**src/rtl/dmac_pkg.sv**
```systemverilog
package dmac_pkg;

  localparam int unsigned CSR_GCTL = 0;
  localparam int unsigned CSR_IEN  = 1;
  localparam int unsigned CSR_IST  = 2;
  localparam int unsigned CSR_DPTR = 3;
  localparam int unsigned CSR_CHAN = 4;

  localparam int unsigned GC_EN   = 0;
  localparam int unsigned GC_SRST = 8;
  localparam int unsigned CH_RUN  = 7;
  localparam int unsigned CH_DIR  = 22;
  localparam int unsigned FL_FMT  = 30;
  localparam int unsigned FL_LAST = 31;

  typedef enum logic [3:0] {
    EV_NONE  = 4'h0,
    EV_UNDER = 4'h1,
    EV_OVER  = 4'h2,
    EV_DESC  = 4'h3,
    EV_DATA  = 4'h4,
    EV_EARLY = 4'h5,
    EV_OK    = 4'hF
  } ev_e;

  typedef enum logic [2:0] {
    S_IDLE, S_FETCH, S_CHECK, S_MRD, S_TXPUSH, S_RXWAIT, S_MWR, S_NEXT
  } walk_st_e;

  // number of 32-bit words covering a byte count
  function automatic logic [14:0] words_of(input logic [15:0] bytes);
    logic [16:0] t;
    t = {1'b0, bytes} + 17'd3;
    return t[16:2];
  endfunction

endpackage

```
**src/rtl/dmac_regs.sv**
```systemverilog
module dmac_regs
  import dmac_pkg::*;
#(
  parameter int AW = 32,
  parameter int CSR_AW = 3
) (
  input  logic              clk,
  input  logic              rst_n,
  input  logic              csr_we,
  input  logic [CSR_AW-1:0] csr_addr,
  input  logic [31:0]       csr_wdata,
  output logic [31:0]       csr_rdata,
  input  logic              done_ev,
  input  logic [3:0]        done_code,
  output logic              start,
  output logic              sw_rst,
  output logic              dir,
  output logic [AW-1:0]     dptr,
  output logic              run,
  output logic              en,
  output logic              ie,
  output logic              ist,
  output logic [3:0]        evt,
  output logic              irq
);

  logic unused_wbits;
  assign unused_wbits = &{1'b0, csr_wdata};

  logic wr_gc, wr_ie, wr_is, wr_dp, wr_ch;
  assign wr_gc = csr_we && (csr_addr == CSR_AW'(CSR_GCTL));
  assign wr_ie = csr_we && (csr_addr == CSR_AW'(CSR_IEN));
  assign wr_is = csr_we && (csr_addr == CSR_AW'(CSR_IST));
  assign wr_dp = csr_we && (csr_addr == CSR_AW'(CSR_DPTR));
  assign wr_ch = csr_we && (csr_addr == CSR_AW'(CSR_CHAN));

  assign sw_rst = wr_gc && csr_wdata[GC_SRST];
  assign start  = wr_ch && csr_wdata[CH_RUN] && en && !run && !sw_rst;

  always_ff @(posedge clk or negedge rst_n) begin
    if (!rst_n) begin
      en <= 1'b0; ie <= 1'b0; ist <= 1'b0; dir <= 1'b0;
      run <= 1'b0; evt <= EV_NONE; dptr <= '0;
    end else if (sw_rst) begin
      en <= 1'b0; ie <= 1'b0; ist <= 1'b0; dir <= 1'b0;
      run <= 1'b0; evt <= EV_NONE; dptr <= '0;
    end else begin
      if (wr_gc) en <= csr_wdata[GC_EN];
      if (wr_ie) ie <= csr_wdata[0];
      if (wr_is && csr_wdata[0]) ist <= 1'b0;
      if (wr_dp && !run) dptr <= csr_wdata[AW-1:0];
      if (wr_ch && !run) dir <= csr_wdata[CH_DIR];
      if (start) begin
        run <= 1'b1;
        evt <= EV_NONE;
      end
      if (done_ev) begin
        run <= 1'b0;
        evt <= done_code;
        ist <= 1'b1;
      end
    end
  end

  assign irq = ist && ie;

  always_comb begin
    csr_rdata = '0;
    case (csr_addr)
      CSR_AW'(CSR_GCTL): csr_rdata[GC_EN] = en;
      CSR_AW'(CSR_IEN):  csr_rdata[0] = ie;
      CSR_AW'(CSR_IST):  csr_rdata[0] = ist;
      CSR_AW'(CSR_DPTR): csr_rdata = 32'(dptr);
      CSR_AW'(CSR_CHAN): begin
        csr_rdata[3:0]    = evt;
        csr_rdata[CH_RUN] = run;
        csr_rdata[CH_DIR] = dir;
      end
      default: csr_rdata = '0;
    endcase
  end

endmodule

```
**src/rtl/dmac_walk.sv**
```systemverilog
module dmac_walk
  import dmac_pkg::*;
#(
  parameter int AW = 32
) (
  input  logic          clk,
  input  logic          rst_n,
  input  logic          abort,
  input  logic          start,
  input  logic          dir,
  input  logic [AW-1:0] dptr,
  output logic          mem_req,
  output logic          mem_we,
  output logic [AW-1:0] mem_addr,
  output logic [31:0]   mem_wdata,
  input  logic          mem_ack,
  input  logic          mem_err,
  input  logic [31:0]   mem_rdata,
  output logic          tx_valid,
  output logic [31:0]   tx_data,
  input  logic          tx_ready,
  input  logic          rx_valid,
  input  logic [31:0]   rx_data,
  output logic          rx_ready,
  input  logic          pf_end,
  output logic          fetching,
  output logic          fetch_err_ev,
  output logic          data_err_ev,
  output logic          early_end_ev,
  output logic          chain_end_ev,
  output logic          done_ev,
  output logic [3:0]    done_code
);

  walk_st_e      st;
  logic [AW-1:0] dsc, bufp, branch, cur;
  logic [1:0]    fidx;
  logic [15:0]   cnt;
  logic          fmt, last;
  logic [14:0]   left;
  logic [31:0]   hold;
  logic          unused_rd;

  assign unused_rd = &{1'b0, mem_rdata[29:16]};

  assign fetching     = (st == S_FETCH);
  assign fetch_err_ev = (fetching && mem_ack && mem_err) || (st == S_CHECK && !fmt);
  assign data_err_ev  = (st == S_MRD || st == S_MWR) && mem_ack && mem_err;
  assign early_end_ev = (st == S_RXWAIT) && !rx_valid && pf_end;
  assign chain_end_ev = (st == S_NEXT) && last;
  assign done_ev      = !abort && (fetch_err_ev || data_err_ev || early_end_ev || chain_end_ev);

  always_comb begin
    if (fetch_err_ev)      done_code = EV_DESC;
    else if (data_err_ev)  done_code = EV_DATA;
    else if (early_end_ev) done_code = EV_EARLY;
    else                   done_code = EV_OK;
  end

  assign mem_req   = (st == S_FETCH) || (st == S_MRD) || (st == S_MWR);
  assign mem_we    = (st == S_MWR);
  assign mem_addr  = fetching ? dsc + AW'({fidx, 2'b00}) : cur;
  assign mem_wdata = hold;
  assign tx_valid  = (st == S_TXPUSH);
  assign tx_data   = hold;
  assign rx_ready  = (st == S_RXWAIT);

  always_ff @(posedge clk or negedge rst_n) begin
    if (!rst_n) begin
      st <= S_IDLE; dsc <= '0; bufp <= '0; branch <= '0; cur <= '0;
      fidx <= '0; cnt <= '0; fmt <= 1'b0; last <= 1'b0; left <= '0; hold <= '0;
    end else if (abort) begin
      st <= S_IDLE;
    end else begin
      case (st)
        S_IDLE: if (start) begin
          dsc <= dptr; fidx <= '0; st <= S_FETCH;
        end
        S_FETCH: if (mem_ack) begin
          if (mem_err) st <= S_IDLE;
          else begin
            case (fidx)
              2'd0: begin
                cnt <= mem_rdata[15:0]; fmt <= mem_rdata[FL_FMT]; last <= mem_rdata[FL_LAST];
              end
              2'd1:    bufp   <= mem_rdata[AW-1:0];
              default: branch <= mem_rdata[AW-1:0];
            endcase
            if (fidx == 2'd2) st <= S_CHECK;
            else fidx <= fidx + 2'd1;
          end
        end
        S_CHECK: begin
          if (!fmt) st <= S_IDLE;
          else begin
            left <= words_of(cnt);
            cur  <= bufp;
            if (words_of(cnt) == '0) st <= S_NEXT;
            else st <= dir ? S_RXWAIT : S_MRD;
          end
        end
        S_MRD: if (mem_ack) begin
          if (mem_err) st <= S_IDLE;
          else begin hold <= mem_rdata; st <= S_TXPUSH; end
        end
        S_TXPUSH: if (tx_ready) begin
          cur <= cur + AW'(4); left <= left - 15'd1;
          st <= (left == 15'd1) ? S_NEXT : S_MRD;
        end
        S_RXWAIT: begin
          if (rx_valid) begin hold <= rx_data; st <= S_MWR; end
          else if (pf_end) st <= S_IDLE;
        end
        S_MWR: if (mem_ack) begin
          if (mem_err) st <= S_IDLE;
          else begin
            cur <= cur + AW'(4); left <= left - 15'd1;
            st <= (left == 15'd1) ? S_NEXT : S_RXWAIT;
          end
        end
        S_NEXT: begin
          if (last) st <= S_IDLE;
          else begin dsc <= branch; fidx <= '0; st <= S_FETCH; end
        end
        default: st <= S_IDLE;
      endcase
    end
  end

endmodule

```
**src/rtl/dmac_chain.sv**
```systemverilog
module dmac_chain
  import dmac_pkg::*;
#(
  parameter int AW = 32,
  parameter int CSR_AW = 3
) (
  input  logic              clk,
  input  logic              rst_n,
  input  logic              csr_we,
  input  logic [CSR_AW-1:0] csr_addr,
  input  logic [31:0]       csr_wdata,
  output logic [31:0]       csr_rdata,
  output logic              mem_req,
  output logic              mem_we,
  output logic [AW-1:0]     mem_addr,
  output logic [31:0]       mem_wdata,
  input  logic              mem_ack,
  input  logic              mem_err,
  input  logic [31:0]       mem_rdata,
  output logic              tx_valid,
  output logic [31:0]       tx_data,
  input  logic              tx_ready,
  input  logic              rx_valid,
  input  logic [31:0]       rx_data,
  output logic              rx_ready,
  input  logic              pf_end,
  output logic              irq
);

  logic          start, sw_rst, dir, run, en, ie, ist;
  logic [AW-1:0] dptr;
  logic [3:0]    evt, done_code;
  logic          done_ev, fetching;
  logic          fetch_err_ev, data_err_ev, early_end_ev, chain_end_ev;

  dmac_regs #(.AW(AW), .CSR_AW(CSR_AW)) u_regs (
    .clk(clk), .rst_n(rst_n), .csr_we(csr_we), .csr_addr(csr_addr),
    .csr_wdata(csr_wdata), .csr_rdata(csr_rdata), .done_ev(done_ev),
    .done_code(done_code), .start(start), .sw_rst(sw_rst), .dir(dir),
    .dptr(dptr), .run(run), .en(en), .ie(ie), .ist(ist), .evt(evt), .irq(irq)
  );

  dmac_walk #(.AW(AW)) u_walk (
    .clk(clk), .rst_n(rst_n), .abort(sw_rst), .start(start), .dir(dir),
    .dptr(dptr), .mem_req(mem_req), .mem_we(mem_we), .mem_addr(mem_addr),
    .mem_wdata(mem_wdata), .mem_ack(mem_ack), .mem_err(mem_err),
    .mem_rdata(mem_rdata), .tx_valid(tx_valid), .tx_data(tx_data),
    .tx_ready(tx_ready), .rx_valid(rx_valid), .rx_data(rx_data),
    .rx_ready(rx_ready), .pf_end(pf_end), .fetching(fetching),
    .fetch_err_ev(fetch_err_ev), .data_err_ev(data_err_ev),
    .early_end_ev(early_end_ev), .chain_end_ev(chain_end_ev),
    .done_ev(done_ev), .done_code(done_code)
  );

endmodule

```
**config.mk**
```make
export PLATFORM = sky130hd
export DESIGN_NAME = dmac_chain
export DESIGN_NICKNAME = d
export VERILOG_FILES = /design/src/rtl/dmac_pkg.sv /design/src/rtl/dmac_regs.sv /design/src/rtl/dmac_walk.sv /design/src/rtl/dmac_chain.sv
export SDC_FILE = /design/constraint.sdc
export NUM_CORES = 1
export LEC_CHECK = 0
export ABC_AREA = 1
export BUFFER_PORTS_ARGS = -buffer_cell sky130_fd_sc_hd__buf_2
export CAP_MARGIN = 20
export CORE_MARGIN = 3
export CORE_UTILIZATION = 40
export CTS_CLUSTER_SIZE = 16
export DETAILED_ROUTE_END_ITERATION = 10
export PLACE_DENSITY = 0.56
export RECOVER_POWER = 50
export SYNTH_ARGS = -nofsm -noshare
export SYNTH_HDL_FRONTEND = slang
export SYNTH_SLANG_ARGS = --single-unit
export TNS_END_PERCENT = 10
```
**constraint.sdc**
```tcl
create_clock -name clk -period 5.6 [get_ports clk]
set_input_delay 1.68 -clock clk [delete_from_list [all_inputs] [get_ports clk]]
set_output_delay 1.68 -clock clk [all_outputs]
set_load 0.005 [all_outputs]
```
== After elaboration in Yosys (flattened, before gate mapping) ==
Index checks and enable logic that the tools add are counted.
W data, S select, Z words.
Word-level totals
  input bits: 107
  bits in registers: 239
  output and inout bits: 133
  logic and storage cells: 186
Cells by class
  bitwise logic cells: 3
  multiplexer cells: 70
  add/subtract/negate cells: 5
  reduce and logical (&&, ||, !) cells: 57
  equality and inequality tests: 33
Operators with widths (number)
  $mux W32: 12
  $pmux W32 S2: 2
  $pmux W32 S3: 1
  $mux W15: 4
  $mux W3: 17
  $pmux W15 S3: 1
  $add A32 B3 Y32 const B: 1
  $add A32 B4 Y32: 1
  $mux W4: 6
  $pmux W3 S8: 1
  $logic_and A1 B1 Y1: 23
  $reduce_and A5 Y1: 4
  $ne A2 B2 Y1 const B: 9
  $add A16 B2 Y17 const B: 1
  $eq A15 B1 Y1 const B: 1
  $eq A3 B3 Y1 const B: 5
  $logic_not A15 Y1: 1
  $sub A15 B1 Y15 const B: 1
  $mux W14: 1
  $reduce_and A7 Y1: 2
  $mux W1: 13
  $eq A3 B2 Y1 const B: 4
  $mux W2: 6
  $reduce_bool A2 Y1: 6
  23 further kinds: 45

== Depth between registers and ports, before layout ==
Gate-level depths: netlist (run 1).
  word-level depth: 10
  gate-level depth with buffers: 16
  mapped depth without buffers: 16

== Cells and area by module ==
A second synthesis (run 1) with hierarchy kept.
Unflattened totals
  cells, all modules: 1734
  area, all modules: 12981.2 µm²
Modules (own cells, without submodules)
  dmac_walk: cells each 1496, times used 1, sequential area each 4954.8 µm², area an instance 11063.1 µm²
  dmac_regs: cells each 238, times used 1, sequential area each 1026.0 µm², area an instance 1918.1 µm²

== Worst setup path after synthesis (run 1) ==
OpenSTA, ideal clock, no wires.
  path type: input port to output port
  start point: input port csr_addr[1]
  end point: output port csr_rdata[1]
  buffers on the path: 1
  arrival time: 2.478 ns
  data required time: 3.920 ns
  cell stages on the path: 5
  setup slack: 1.442 ns
  cell sequence: inv_1 -> nor3_1 -> inv_1 -> clkbuf_1 -> o22ai_1
On the way
  word-level cells in the longest chain between the ends: 2
  elaborated cells on any way between the ends: 3
  classes of those cells: eq/ne (2); mux (1)
RTL lines
  start, declared: RTL line dmac_chain.sv:10  | input logic [CSR_AW-1:0] csr_addr,
  $eq A3 B3 Y1 or $eq A3 B2 Y1 (tied branches): RTL line dmac_regs.sv:69  | case (csr_addr)
  $pmux W3 S2 (*): RTL line dmac_regs.sv:69
  end, declared: RTL line dmac_chain.sv:12  | output logic [31:0] csr_rdata,
Mark *: on every way between the ends. The rest lies on a longest branch, timed or not.

== Worst setup path after layout (run 1) ==
  start point: input port csr_addr[0]
  end point: output port csr_rdata[7]
On the way
  word-level cells in the longest chain between the ends: 2
  elaborated cells on any way between the ends: 3
  classes of those cells: eq/ne (2); mux (1)
RTL lines (RTL line)
  $eq A3 B3 Y1 or $eq A3 B2 Y1 (tied branches): dmac_regs.sv:69
  $pmux W1 S2 (*): dmac_regs.sv:69
Marks and branches as above.

==> qor.txt, run 1 <==
Final setup viols: 0
Average size of a mapped cell: 8.07 um2
Post-synth ARST share: 100%
Complex-gate fraction of the synthesized area: 16.1%
Total CTS buffers: 29
Ys Warns: 0
Hold_sp: u_walk.branch[28]
First-pass GRT wire length: 68.2 mm
Proportion of synthesized area in mux cells: 3.13%
Placed Cells: 2243
Critical path fanouts, max: 30
RSZ-0062 raised after global routing: no
Post-CTS Repair Setup Buffers: 0
Routed len/inst: 19.1 um
EDFF count, synth: 0
Die X: 188 um
Starting Density: 40.7%
Leakage power total: 7.48 nW
Synthesized net count: 1766
Commonest non-fill, non-tap cell in the layout: nand2_1
Largest family of logic cells by synthesized area: simple AND/OR/NAND/NOR gates
CP Class: input pin to primary output
Share of layout cells above drive strength 1: 21.2%
Remaining Overflow, GRT: 0
Post-Syn Area: 13300 um2
Clk root buf: clkbuf_16
GRT Util Overall: 24.5%
Pwr Density: 542 nW/um2
H-Tree Level Count: 1
Post-Synth XOR/XNOR Area: 2.63%
Full die area: 35500 um2
Worst min path class: flop to flop
Worst setup SP type: input pin
Detailed Route Iter0 Violations: 933
Worst-Margin Slew: 2530 ps
TritonCTS clock tree: done
Count of different cell masters after synthesis: 59
Fmax: 204 MHz
Pre-antenna DRT Iters: 5
Nets: 1948
Clock power share: 23.2%
Leading cell types in the layout, fill and taps excluded: nand2_1, dfrtp_1, buf_2
Via count: 12000
Primary FF master, synth: dfrtp_1
Cts repair resizes: 0
PortBufs: 239
Peak supply drop: 0.246 mV
Routed wire length: 43.8 mm
Combinational power share: 39.7%
Drt via density: 5.22
Fin Setup TNS: 0 ps
Synth Register Bits: 239
Synth Area in Simple Gates: 21.9%
Worst skew pair latency: 560 ps
Data required time of the critical path: 3920 ps
Pint: 4.99 mW
Synthesis-to-layout area growth: 16.7%
CTS clk-pin slew, worst paths: 50 ps
Final worst slack: 700 ps
CP Launch Point: csr_addr[0]
Chip height: 188 um
Flop pwr share: 37.1%
Crit. End Element: primary output
Row count: 66
Core area: 32700 um2
Cells after synthesis: 1650
Relative slew slack: -68.7%
Vias in the first global route: 11600
Clock tree buffer depth: 3
DR DRC count: 0
Placer Congestion: 0.935
Final antenna-violating net count: 0
Final Hold Viols: 0
Status: finished, violations left
Post-Layout Cell Count: 2294
Synth Area in Adders: 0.902%
FF-to-FF Start: u_walk.st[1]
Crit path arrival time: 3220 ps
Final Max Tran Viols: 96
Pre-CTS WS: 763 ps
Dpl hpwl: 32.7 mm
Seq/Total Area, Yosys: 44.9%
Number of placed I/O pins: 240
Net Sw Frac: 40.7%
Failing checks: capacitance limit, slew limit
Hold_buf cts: 0
Initial antenna violation count: 2
Min Tclk post-route: 4900 ps
Clk_skew: 23.4 ps
Max-cap viol count: 1
Period Utilization, post-route: 87.5%
Largest net degree at the start of global routing: 97
P_sw: 3.43 mW
Clock Sinks: 239
[path summary, 6_finish.rpt]
path / endpoint / slack, ps / cells past startpoint
max: csr_rdata[7] / 700 / 6
min: u_walk.branch[28] / 490 / 2
max in group asynchronous: u_walk.bufp[12] / 1600 / 2
max reg2reg: u_walk.bufp[15] / 2430 / 11
min reg2reg: u_walk.branch[28] / 490 / 2
min in group asynchronous: u_walk.dsc[22] / 1900 / 1
[flip-flops by register name, summed over array words and instances, names as in the netlist, 15 cells and up]
register	count
u_walk.left	15
u_walk.cur	32
u_walk.cnt	16
u_walk.mem_wdata	32
u_walk.branch	32
u_walk.bufp	32
u_walk.dsc	32
u_regs.dptr	32
[area by class of cell]
cell class	instances	area [um2]
flip-flops and latches	239	5980
multi-input cells	1108	5940
clock inverters	9	170
well taps	442	553
diodes	1	2.50
repair buffers	255	1330
inverters	199	749
clock buffers	41	801
fillers	3379	17200
[routing by layer]
layer  routed length, um  track usage, %  up-vias  part of all wire, %
met4                 842            4.93        0                  1.9
met2               20400            40.7      443                   47
li1                    -               -     5755                    -
met3                3010            3.67       65                  6.9
met1               19600            34.3     5716                   45
met5                   0               0        -                    0
[cells in the mapped netlist (all sizes together), types with 2 or more instances]
cell | count | area share (%)
dfrtp | 239 | 45
mux2 | 37 | 3.1
o31ai | 2 | 0.15
nand4 | 23 | 1.2
o211ai | 32 | 1.8
a21oi | 33 | 1.2
a22oi | 2 | 0.11
nor4 | 8 | 0.38
nor2 | 130 | 4.2
o21a | 36 | 2.0
nand3 | 66 | 2.6
a221oi | 3 | 0.20
nor3 | 26 | 1.2
o311ai | 2 | 0.13
o21ai | 214 | 8.2
o22ai | 19 | 0.89
a311oi | 2 | 0.13
buf | 74 | 3.9
o2111ai | 2 | 0.13
and3 | 2 | 0.094
xnor2 | 3 | 0.20
or2 | 29 | 1.4
xor2 | 37 | 2.4
a211oi | 2 | 0.21
clkbuf | 30 | 0.85
ha | 8 | 0.75
o221ai | 7 | 0.46
inv | 199 | 5.6
nand2 | 375 | 11
[kinds of logic after synthesis]
logic type | count (synthesis)
XOR/XNOR | 40
AO/OA/AOI/OAI | 362
buffers and inverters | 303
AND/OR/NAND/NOR | 660
multiplexers | 37
adder cells (fa/ha/maj) | 9
flip-flops | 239
[power groups by stage]
stage | logic [mW] | registers [mW] | clock network (mW)
CTS | 3.37 | 3.12 | 1.99
global route | 3.76 | 3.23 | 2.07
floorplan | 2.39 | 2.94 | 0
finish | 3.34 | 3.13 | 1.95
global placement | 3.31 | 3.13 | 0
detailed placement | 3.36 | 3.14 | 0
[worst max-delay path, stage by stage]
cell      delay, ps
clkbuf_1        170
inv_1            60
nor3_1          380
inv_1           480
o22ai_1         290
buf_2           160
[per-stage QoR]
step,area [um2],hold slack [ps],power [mW],util [%]
final,15500,486,8.42,47.5
after detailed placement,14600,475,6.50,44.7
after floorplan,13300,445,5.33,-
after CTS,15600,488,8.48,47.6
after global placement,14600,468,6.44,44.6
after global routing,15500,502,9.06,47.5
Power figures use the tool's default switching activity.
==> run 2, diff against run 1 <==
PLACE_DENSITY = 0.59   (was 0.56)
clock period = 4.03 ns   (was 5.6 ns; I/O delays follow)
==> run 2 against run 1 <==
  * Register-to-register slack worse by 1500 ps
  * Wire length down 0.90%
  * The flow finishes with violations (capacitance limit, slew limit, setup timing)
  * Sequential share of layout area down 0.075 points
  * Highest routed layer is now met5
  * Largest power group unchanged
  * Utilization up 0.092 points
  * Worst setup slack worse by 710 ps
  * Die area unchanged
==> qor.txt, run 2 (same netlist as run 1, synthesis figures left out) <==
Status: finished, violations left
Failing checks: capacitance limit, slew limit, setup timing
Core area: 32700 um2 (unchanged)
Routed wire length: 43.4 mm (-0.90%)
DR DRC count: 0 (unchanged)
TritonCTS clock tree: done
Fin Setup TNS: -7.01 ps (-7.01 ps)
Final worst slack: -7.01 ps (-707 ps)
Starting Density: 40.7% (unchanged)
Clock tree buffer depth: 3 (unchanged)
Full die area: 35500 um2 (unchanged)
Row count: 66 (unchanged)
Pre-antenna DRT Iters: 5 (unchanged)
GRT Util Overall: 24.1% (-0.36 points)
FF-to-FF Start: u_walk.st[1]
Share of layout cells above drive strength 1: 22.4% (+1.3 points)
H-Tree Level Count: 1 (unchanged)
Critical path fanouts, max: 3 (-90%)
Net Sw Frac: 41.7% (+0.96 points)
Pre-CTS WS: 342 ps (-421 ps)
Number of placed I/O pins: 240 (unchanged)
Vias in the first global route: 11700 (+0.89%)
Crit. End Element: primary output
Final Hold Viols: 0 (unchanged)
Clock Sinks: 239 (unchanged)
Drt via density: 5.22 (about the same)
Peak supply drop: 0.455 mV (+85%)
Hold_ws: 487 ps (+0.137 ps)
Crit path arrival time: 2830 ps (-390 ps)
Combinational power share: 40.7% (+1.0 points)
Dpl hpwl: 32.9 mm (+0.36%)
CP Class: flop to primary output
Largest net degree at the start of global routing: 75 (-23%)
Detailed Route Iter0 Violations: 892 (-4.4%)
Nets: 1959 (+0.56%)
Final antenna-violating net count: 0 (unchanged)
PortBufs: 239 (unchanged)
Final Max Tran Viols: 75 (-22%)
Clk_skew: 12.8 ps (-10.6 ps)
Worst-Margin Slew: 1970 ps (-563 ps)
Placed cell area: 14600 um2 (+0.24%)
CP Launch Point: u_walk.fidx[0]
Commonest non-fill, non-tap cell in the layout: nand2_1
Pwr Total: 11.5 mW (+37%)
RSZ-0062 raised after global routing: yes
Routed len/inst: 18.8 um (-1.4%)
First-pass GRT wire length: 67.5 mm (-1.1%)
Period Utilization, post-route: 100%
Placer Congestion: 0.899 (-3.8%)
Multi-input logic area: 5970 um2 (+0.38%)
Clk root buf: clkbuf_16
Final setup viols: 1 (+1)
Pint: 6.72 mW (+35%)
Flop pwr share: 37.8% (+0.7 points)
Max-cap viol count: 1 (unchanged)
Die X: 188 um (unchanged)
P_sw: 4.80 mW (+40%)
Initial antenna violation count: 10 (+8)
Relative slew slack: -31.2% (+38 points)
Hold_buf cts: 0 (unchanged)
Chip height: 188 um (unchanged)
Fmax: 248 MHz
Min Tclk post-route: 4040 ps
Filler cell count: 3366 (-0.38%)
Worst skew pair latency: 550 ps (about the same)
Leading cell types in the layout, fill and taps excluded: nand2_1, dfrtp_1, buf_2
Pwr Density: 741 nW/um2 (+37%)
Via count: 12000 (+0.57%)
Synthesis-to-layout area growth: 16.9%
FF/Latch Area: 5980 um2 (unchanged)
Worst setup SP type: flop
Final Instance Area: 15600 um2 (+0.19%)
Worst min path class: flop to flop
CTS clk-pin slew, worst paths: 60 ps (about the same)
Data required time of the critical path: 2820 ps (-1100 ps)
Clock power share: 21.5% (-1.7 points)
Hold_sp: u_walk.branch[27]
Remaining Overflow, GRT: 0 (unchanged)
Total CTS buffers: 29 (unchanged)
Leakage power total: 7.50 nW (+0.32%)
[run 2: changes by cell type in the layout (fill, tap and decap cells not counted), sizes merged]
cell,change
inv,+1
bufinv,-5
clkinv,+4
buf,+13
clkinvlp,+3
clkbuf,-4
[run 2: power groups by stage]
stage | clock network, mW | logic [mW] | registers (mW)
2_1_floorplan | 0 | 3.32 | 4.08
3_3_place_gp | 0 | 4.60 | 4.34
3_5_place_dp | 0 | 4.67 | 4.37
4_1_cts | 2.52 | 4.71 | 4.34
5_1_grt | 2.63 | 5.27 | 4.48
6_report | 2.48 | 4.69 | 4.36
[run 2: cell type report]
class	count	area share [%]
Antenna cell	1	0.0161
Inverter	199	4.82
Clock inverter	12	0.483
Timing Repair Buffer	266	8.99
Clock buffer	39	5.36
Sequential cell	239	38.4
Tap cell	442	3.55
Multi-Input combinational cell	1108	38.3
[run 2: worst paths after layout]
path | cells after the start | to | slack, ps
worst max-delay path | 14 | mem_addr[24] | -7
worst min-delay path | 2 | u_walk.branch[27] | 490
worst max register to register | 9 | u_walk.cur[16] | 930
worst min register to register | 2 | u_walk.branch[27] | 490
max in group asynchronous | 2 | u_walk.branch[19] | 880
min in group asynchronous | 1 | u_walk.cur[12] | 1180
[run 2: worst max-delay path, stage by stage, from the launching register on]
cell      delay, ps
dfrtp_1         380
ha_2            180
inv_2            40
fa_2            360
inv_2           100
nand3_4          80
nor2_4          100
nand3b_1        140
nor2_2          150
nand4_1         140
nor2_2          170
xor2_1          160
nand2_1          60
o21ai_1          70
buf_2           120
[run 2: timing repair]
action | CTS | global route
gates resized for setup | 7 | 10
endpoints found under the setup margin | 5 | 14
pin swaps | 5 | 5
buffers inserted | 6 | 0
gates cloned | 0 | 0
[run 2: layer usage]
metal / global-route usage (%) / routed length [um] / share of wire (%)
met1: 33.3 / 19200 / 44
met2: 39.6 / 20200 / 47
met3: 3.91 / 2800 / 6.4
met4: 6.47 / 1240 / 2.8
met5: 0 / 25 / 0.058
[run 2: per-stage QoR]
stage / cells / utilization (%)
CTS: 2304 / 47.7
detailed placement: 2247 / 44.8
global placement: 2247 / 44.8
global route: 2305 / 47.6
floorplan: 1650 / -
finish: 2306 / 47.6
